File: src/rtl/frm_pkg.sv
package frm_pkg;
    typedef enum logic [1:0] {
        FS_IDLE = 2'd0,
        FS_RUN  = 2'd1,
        FS_DONE = 2'd2,
        FS_ERR  = 2'd3
    } frm_state_e;
endpackage

File: src/rtl/frm_decode.sv
module frm_decode #(
    parameter int FMT_W       = 4,
    parameter int SHORT_CODE  = 0,
    parameter int LONG_CODE   = 8,
    parameter int SHORT_WORDS = 4,
    parameter int LONG_WORDS  = 29,
    parameter int CW          = 5
) (
    input  logic [FMT_W-1:0] code,
    output logic             known,
    output logic [CW-1:0]    tail
);
    // tail excludes the format word, which is already consumed
    always_comb begin
        known = 1'b0;
        tail  = '0;
        if (code == FMT_W'(SHORT_CODE)) begin
            known = 1'b1;
            tail  = CW'(SHORT_WORDS - 1);
        end else if (code == FMT_W'(LONG_CODE)) begin
            known = 1'b1;
            tail  = CW'(LONG_WORDS - 1);
        end
    end
endmodule

File: src/rtl/frm_count.sv
module frm_count #(
    parameter int CW = 5
) (
    input  logic          clk,
    input  logic          rst_n,
    input  logic          load,
    input  logic [CW-1:0] load_val,
    input  logic          dec,
    output logic [CW-1:0] cnt,
    output logic          last
);
    typedef struct packed {
        logic [CW-1:0] cnt;
    } cnt_s;

    cnt_s cnt_d, cnt_q;

    always_comb begin
        cnt_d = cnt_q;
        if (load) begin
            cnt_d.cnt = load_val;
        end else if (dec && cnt_q.cnt != '0) begin
            cnt_d.cnt = cnt_q.cnt - CW'(1);
        end
    end

    always_ff @(posedge clk) begin
        if (!rst_n) cnt_q <= '0;
        else        cnt_q <= cnt_d;
    end

    assign cnt  = cnt_q.cnt;
    assign last = dec && !load && (cnt_q.cnt == CW'(1));

    // one word strobe takes exactly one off the count
    a_r5_step_down: assert property (@(posedge clk) disable iff (!rst_n)
        (!load && dec && cnt != '0) |=> (cnt == $past(cnt) - CW'(1)));

    // without load or strobe the count holds
    a_r5_hold: assert property (@(posedge clk) disable iff (!rst_n)
        (!load && !dec) |=> $stable(cnt));

    // strobe at zero does not wrap
    a_r8_no_wrap: assert property (@(posedge clk) disable iff (!rst_n)
        (!load && cnt == '0) |=> (cnt == '0));
endmodule

File: src/rtl/frm_ret_check.sv
module frm_ret_check #(
    parameter int FMT_W       = 4,
    parameter int SHORT_CODE  = 0,
    parameter int LONG_CODE   = 8,
    parameter int SHORT_WORDS = 4,
    parameter int LONG_WORDS  = 29,
    parameter int ERR_VECTOR  = 14,
    parameter int VEC_W       = 8,
    localparam int CW         = $clog2(LONG_WORDS)
) (
    input  logic             clk,
    input  logic             rst_n,
    input  logic             fmt_stb,
    input  logic [FMT_W-1:0] fmt_code,
    input  logic             word_stb,
    output logic             restore_done,
    output logic             fmt_error,
    output logic [VEC_W-1:0] err_vector,
    output logic [CW-1:0]    words_left
);
    import frm_pkg::*;

    typedef struct packed {
        frm_state_e       state;
        logic             done;
        logic             err;
        logic [VEC_W-1:0] vec;
    } ctl_s;

    ctl_s ctl_d, ctl_q;

    logic          known;
    logic [CW-1:0] tail;
    logic          busy;
    logic          accept;
    logic          last;

    frm_decode #(
        .FMT_W(FMT_W), .SHORT_CODE(SHORT_CODE), .LONG_CODE(LONG_CODE),
        .SHORT_WORDS(SHORT_WORDS), .LONG_WORDS(LONG_WORDS), .CW(CW)
    ) u_decode (
        .code (fmt_code),
        .known(known),
        .tail (tail)
    );

    assign busy   = (ctl_q.state == FS_RUN);
    assign accept = fmt_stb && !busy;

    frm_count #(.CW(CW)) u_count (
        .clk     (clk),
        .rst_n   (rst_n),
        .load    (accept && known),
        .load_val(tail),
        .dec     (busy && word_stb),
        .cnt     (words_left),
        .last    (last)
    );

    always_comb begin
        ctl_d = ctl_q;
        if (accept) begin
            ctl_d.done = 1'b0;
            if (known) begin
                ctl_d.state = FS_RUN;
                ctl_d.err   = 1'b0;
                ctl_d.vec   = '0;
            end else begin
                ctl_d.state = FS_ERR;
                ctl_d.err   = 1'b1;
                ctl_d.vec   = VEC_W'(ERR_VECTOR);
            end
        end else if (busy && last) begin
            ctl_d.state = FS_DONE;
            ctl_d.done  = 1'b1;
        end
    end

    always_ff @(posedge clk) begin
        if (!rst_n) ctl_q <= '{state: FS_IDLE, done: 1'b0, err: 1'b0, vec: '0};
        else        ctl_q <= ctl_d;
    end

    assign restore_done = ctl_q.done;
    assign fmt_error    = ctl_q.err;
    assign err_vector   = ctl_q.vec;

    // unknown code gives error, vector and no words to fetch
    a_r4_bad_code: assert property (@(posedge clk) disable iff (!rst_n)
        (accept && fmt_code != FMT_W'(SHORT_CODE) && fmt_code != FMT_W'(LONG_CODE))
        |=> (fmt_error && err_vector == VEC_W'(ERR_VECTOR) && words_left == '0));

    // short frame count
    a_r2_short_len: assert property (@(posedge clk) disable iff (!rst_n)
        (accept && fmt_code == FMT_W'(SHORT_CODE)) |=> (words_left == CW'(SHORT_WORDS - 1)));

    // long frame count
    a_r3_long_len: assert property (@(posedge clk) disable iff (!rst_n)
        (accept && fmt_code == FMT_W'(LONG_CODE)) |=> (words_left == CW'(LONG_WORDS - 1)));

    // done only with nothing left
    a_r6_done_empty: assert property (@(posedge clk) disable iff (!rst_n)
        restore_done |-> (words_left == '0));

    // error never requests words and never reports done
    a_r4_err_quiet: assert property (@(posedge clk) disable iff (!rst_n)
        fmt_error |-> (words_left == '0 && !restore_done));

    // mid-frame strobe does not reload
    a_r7_no_restart: assert property (@(posedge clk) disable iff (!rst_n)
        (busy && fmt_stb && !word_stb) |=> $stable(words_left));

    // vector silent without error
    a_r10_vec_zero: assert property (@(posedge clk) disable iff (!rst_n)
        !fmt_error |-> (err_vector == '0));
endmodule

File: config.mk
export PLATFORM = sky130hd
export DESIGN_NAME = frm_ret_check
export DESIGN_NICKNAME = d
export VERILOG_FILES = /design/src/rtl/frm_pkg.sv /design/src/rtl/frm_decode.sv /design/src/rtl/frm_count.sv /design/src/rtl/frm_ret_check.sv
export SDC_FILE = /design/constraint.sdc
export NUM_CORES = 1
export LEC_CHECK = 0
export CAP_MARGIN = 25
export CORE_MARGIN = 8
export CORE_UTILIZATION = 35
export DETAILED_ROUTE_END_ITERATION = 12
export PLACE_DENSITY = 0.83
export REMOVE_ABC_BUFFERS = 1
export SLEW_MARGIN = 20
export SYNTH_ARGS = -nofsm -noshare
export SYNTH_HDL_FRONTEND = slang
export SYNTH_SLANG_ARGS = --single-unit
File: constraint.sdc
create_clock -name clk -period 1.6 [get_ports clk]
set_input_delay 0.24 -clock clk [delete_from_list [all_inputs] [get_ports clk]]
set_output_delay 0.24 -clock clk [all_outputs]
set_load 0.02 [all_outputs]
# Word-level counts from Yosys, hierarchy flattened
# Cells that the tools add are included.
# Widths: inputs -> output; s select.
# op_classes
muxes	10
add_sub_neg	1
bitwise	1
n_eq_ne	3
reduce_logical	14
# op_table
operator	n
$mux 5	4
$mux 9	1
$logic_and 1x1->1	7
$mux 3	2
$eq 5x1->1 const B	1
$reduce_bool 5->1	1
$sub 5x1->5 const B	1
$eq 4x4->1 const B	1
$logic_not 4->1	1
$reduce_bool 2->1	2
$eq 2x1->1 const B	1
$logic_not 1->1	2
$mux 1	2
$mux 2	1
$reduce_or 2->1	1
$not 1->1	1
# word_totals
output_inout_bits	15
input_bits	8
regBits	17
word_cells	34

# Longest topological paths before layout
# logic_depth
ltp_word	10
ltp_mapped	6
depth_no_buf	6

# By module
# Synthesis repeated with hierarchy kept, for this count alone.
# hier_totals
hier_cells	75
hier_area_um2	618.1
# by_module_without_submodules
mod	area_per_inst_um2	instances	cells_per_inst	seq_area_each_um2
frm_count	321.6	1	42	100.1
frm_ret_check	241.5	1	27	80.1
frm_decode	55.1	1	6	0.0

# Worst setup path after synthesis
# No wires, ideal clock.
# synth_path
kind	register to register
startpoint	register u_count.cnt_q (netlist bit u_count.cnt[0])
endpoint	register u_count.cnt_q (netlist bit u_count.cnt[1])
n_path_buf	0
setup_slack_ns	-0.110
stages_incl_launch_ff	7
synth_period_minus_slack_ns	1.710
t_arrival_ns	1.596
t_required_ns	1.485
setup_time_ns	0.115
path_cell_list	dfxtp_1 inv_1 ha_1 or4b_4 a21o_1 and3_1 o21a_1
# synth_between
elab_chain_cells	3
elab_cells_between_ends	6
cone_classes	add/sub: 1; mux: 2; reduce/logical: 3
# synth_lines
element	line_no	text
from (decl)	frm_count.sv:16	cnt_s cnt_d, cnt_q;
from (signal assigned)	frm_count.sv:29	else cnt_q <= cnt_d;
$sub 5x1->5 or $reduce_bool 5->1 (tied branches)	frm_count.sv:23, frm_count.sv:22	
$mux 5 or $logic_and 1x1->1 (tied branches)	frm_count.sv:22	end else if (dec && cnt_q.cnt != '0) begin
$mux 5 or $reduce_bool 2->1 (tied branches)	n/a	
# Several ways; a longest one is shown, not always the timed one. The select of a mux whose other input is x is not followed.
# A chain may end at the register's enable or synchronous reset.

# Worst setup path in the final report
# layout_path
startpoint	register u_count.cnt_q (netlist bit u_count.cnt[1])
endpoint	register u_count.cnt_q (netlist bit u_count.cnt[1])
# Same word-level chain as after synthesis.

==> impl_metrics.json <==
{
  "multi_input_area_um2": 299,
  "synth.distinct_cells": 25,
  "routed_wl_um": 1350,
  "ff_latch_area_um2": 183,
  "antenna_found_initial": 0,
  "cts_root_buf": "clkbuf_4",
  "drv_slew": 0,
  "fin_area_um2": 790,
  "fin_nets": 99,
  "async_flop_share_pct": 0,
  "postSynthCellCount": 62,
  "wl_per_cell_um": 13.0,
  "ctsHtreeMaxLevel": 1,
  "areaGrowthSynthToFinish_pct": 51.7,
  "ys_seq_elements": 9,
  "synth-edff-count": 0,
  "holdCritPathClass": "register to register",
  "grt_pass1_vias": 493,
  "final_cells": 104,
  "layout-drive-gt1-share_pct": 25.0,
  "netlist_top_cells_count": "dfxtp_1, buf_4, nand3_1, nor2_1, a21oi_1",
  "yosys-top-cells-area": "dfxtp_1, buf_4, ha_1",
  "routed_via_density": 4.93,
  "fp.dieW_um": 54.6,
  "yosys.area.top_type": "dfxtp_1",
  "violations": "setup timing",
  "vdd_drop_max_mv": 0.365,
  "p_leak_nw": 0.386,
  "clock_latency_ns": 0.26,
  "dr_total_vias": 513,
  "core-area_mm2": 0.00145,
  "synth_most_common_cell": "dfxtp_1",
  "path_max_fanout": 3,
  "synth_area_per_cell_um2": 8.40,
  "port_buffers": 17,
  "boundaryPins": 23,
  "numCtsBuffers": 3,
  "antenna-diode-count": 0,
  "clock_path_buffers": 2,
  "dieArea_mm2": 0.00298,
  "fillers": 134,
  "ant_nets": 0,
  "place.gp.congestion": 0.754,
  "rows": 14,
  "finalSetupViolCount": 1,
  "dp.cells": 97,
  "drt_pass1_iterations": 4,
  "drc": 0,
  "worst_slack_ns": -0.00728,
  "cts_tree": "built",
  "power_density_mw_per_mm2": 792,
  "ys.flop_type": "dfxtp_1",
  "rsz0062_at_grt": "true",
  "cp.required_ns": 1.76,
  "synth.yosys.seq_area_share_pct": 34.6,
  "dp_hpwl_um": 1050,
  "start_kind": "register",
  "netlist_area_um2": 520,
  "drt_iter0_markers": 14,
  "grt_usage_pct": 9.93,
  "timing.final.crit_share_pct": 100,
  "maxCapViolCount": 0,
  "cp.arrival_ns": 1.76,
  "die_h_um": 54.6,
  "start_util_pct": 35.8,
  "synth_top_area_share_pct": 34.6,
  "yosysWarnings": 0,
  "timing.final.crit_period_ns": 1.61,
  "hold_viol_final": 0,
  "clock.fmax_mhz": 622,
  "critPathKind": "register to register",
  "place_area_um2": 711,
  "overflow": 0,
  "path_clk_slew_ns": 0.06,
  "status": "finished with violations",
  "grt_max_degree": 10,
  "grt_pass1_wl_um": 2080,
  "skew_ns": 0.00202,
  "clkSinkCount": 9,
  "crit_path_end_kind": "register"
}
==> power breakdown <==
part / total, mW / internal (mW) / switching (mW)
Sequential: 0.250 / 0.239 / 0.0116
Combinational: 0.193 / 0.102 / 0.0917
Clock: 0.182 / 0.0965 / 0.0855
Total: 0.625 / 0.437 / 0.189
==> worst paths after layout <==
| check | slack (ns) | depth (start not counted) | start | end |
|---|---|---|---|---|
| max | -0.007 | 6 | u_count.cnt[1]$_SDFFE_PN0P_ | u_count.cnt[1]$_SDFFE_PN0P_ |
| min | 0.51 | 2 | ctl_q[11]$_SDFFE_PN0P_ | ctl_q[11]$_SDFFE_PN0P_ |
| max reg2reg | -0.007 | 6 | u_count.cnt[1]$_SDFFE_PN0P_ | u_count.cnt[1]$_SDFFE_PN0P_ |
| min reg2reg | 0.51 | 2 | ctl_q[11]$_SDFFE_PN0P_ | ctl_q[11]$_SDFFE_PN0P_ |
==> final cells by class <==
class                   count  share of cell area (%)
clock buffers               4                    3.33
inverters                   3                    1.43
multi-input cells          45                    37.9
flip-flops and latches      9                    23.1
well taps                  16                    2.54
repair buffers             27                    31.7
==> worst max-delay path, cell delays in order, from the launching register on <==
cell     delay (ns)
dfxtp_2        0.33
inv_2          0.08
ha_4           0.13
or4b_4         0.47
a21o_1         0.17
and3_1         0.16
o21a_1         0.17
==> registers in the layout, indices dropped and copies added, names as in the netlist <==
| name | flops |
|---|---|
| u_count.cnt | 5 |
| err_vector | 1 |
| ctl_q | 2 |
| restore_done | 1 |
==> metal layers <==
metal,routed length [um],track usage (%),vias up
met5,0,0,-
met4,41,8.61,0
met3,70,1.63,4
met2,736,17.7,12
met1,503,9.64,246
li1,-,-,251
==> layout by cell type, fill, tap and decap left out, types with 3 or more instances in the layout <==
master and n:
clkbuf_4 3, a21oi_1 4, buf_4 10, nand2_1 3, clkdlybuf4s50_1 15, nand3_1 3, conb_1 5, nor2_1 5
dfxtp_1 7, nor3_1 3
==> stage by stage <==
step / setup slack (ns) / hold slack, ns / power (mW) / utilization [%] / setup TNS [ns]
after CTS: -0.0172 / 0.508 / 0.622 / 53.3 / -0.0172
after global placement: -0.00234 / 0.472 / 0.422 / 48.9 / -0.00260
final: -0.00728 / 0.507 / 0.625 / 54.3 / -0.00728
after detailed placement: -0.0420 / 0.494 / 0.426 / 48.9 / -0.160
after global routing: -0.0407 / 0.530 / 0.662 / 54.3 / -0.0961
after floorplan: -0.110 / 0.357 / 0.341 / - / -0.110
==> logic make-up (layout without fill, tap and decap cells) <==
family / after synthesis / in the layout / synth area share [%]
compound gates: 11 / 11 / 13.5
other cells: 1 / 5 / 0.720
simple gates: 24 / 24 / 26.2
buf+inv: 12 / 34 / 15.1
fa+ha+maj: 2 / 2 / 4.81
flops: 9 / 9 / 34.6
xor+xnor: 3 / 3 / 5.05
==> what timing repair did <==
item / in CTS / in global routing
endpoints found under the setup margin: 2 / 5
buffers inserted: 3 / 0
pin swaps: 1 / 3
gates resized for setup: 6 / 4
hold buffers: 0 / 0
Power figures use the tool's default switching activity.
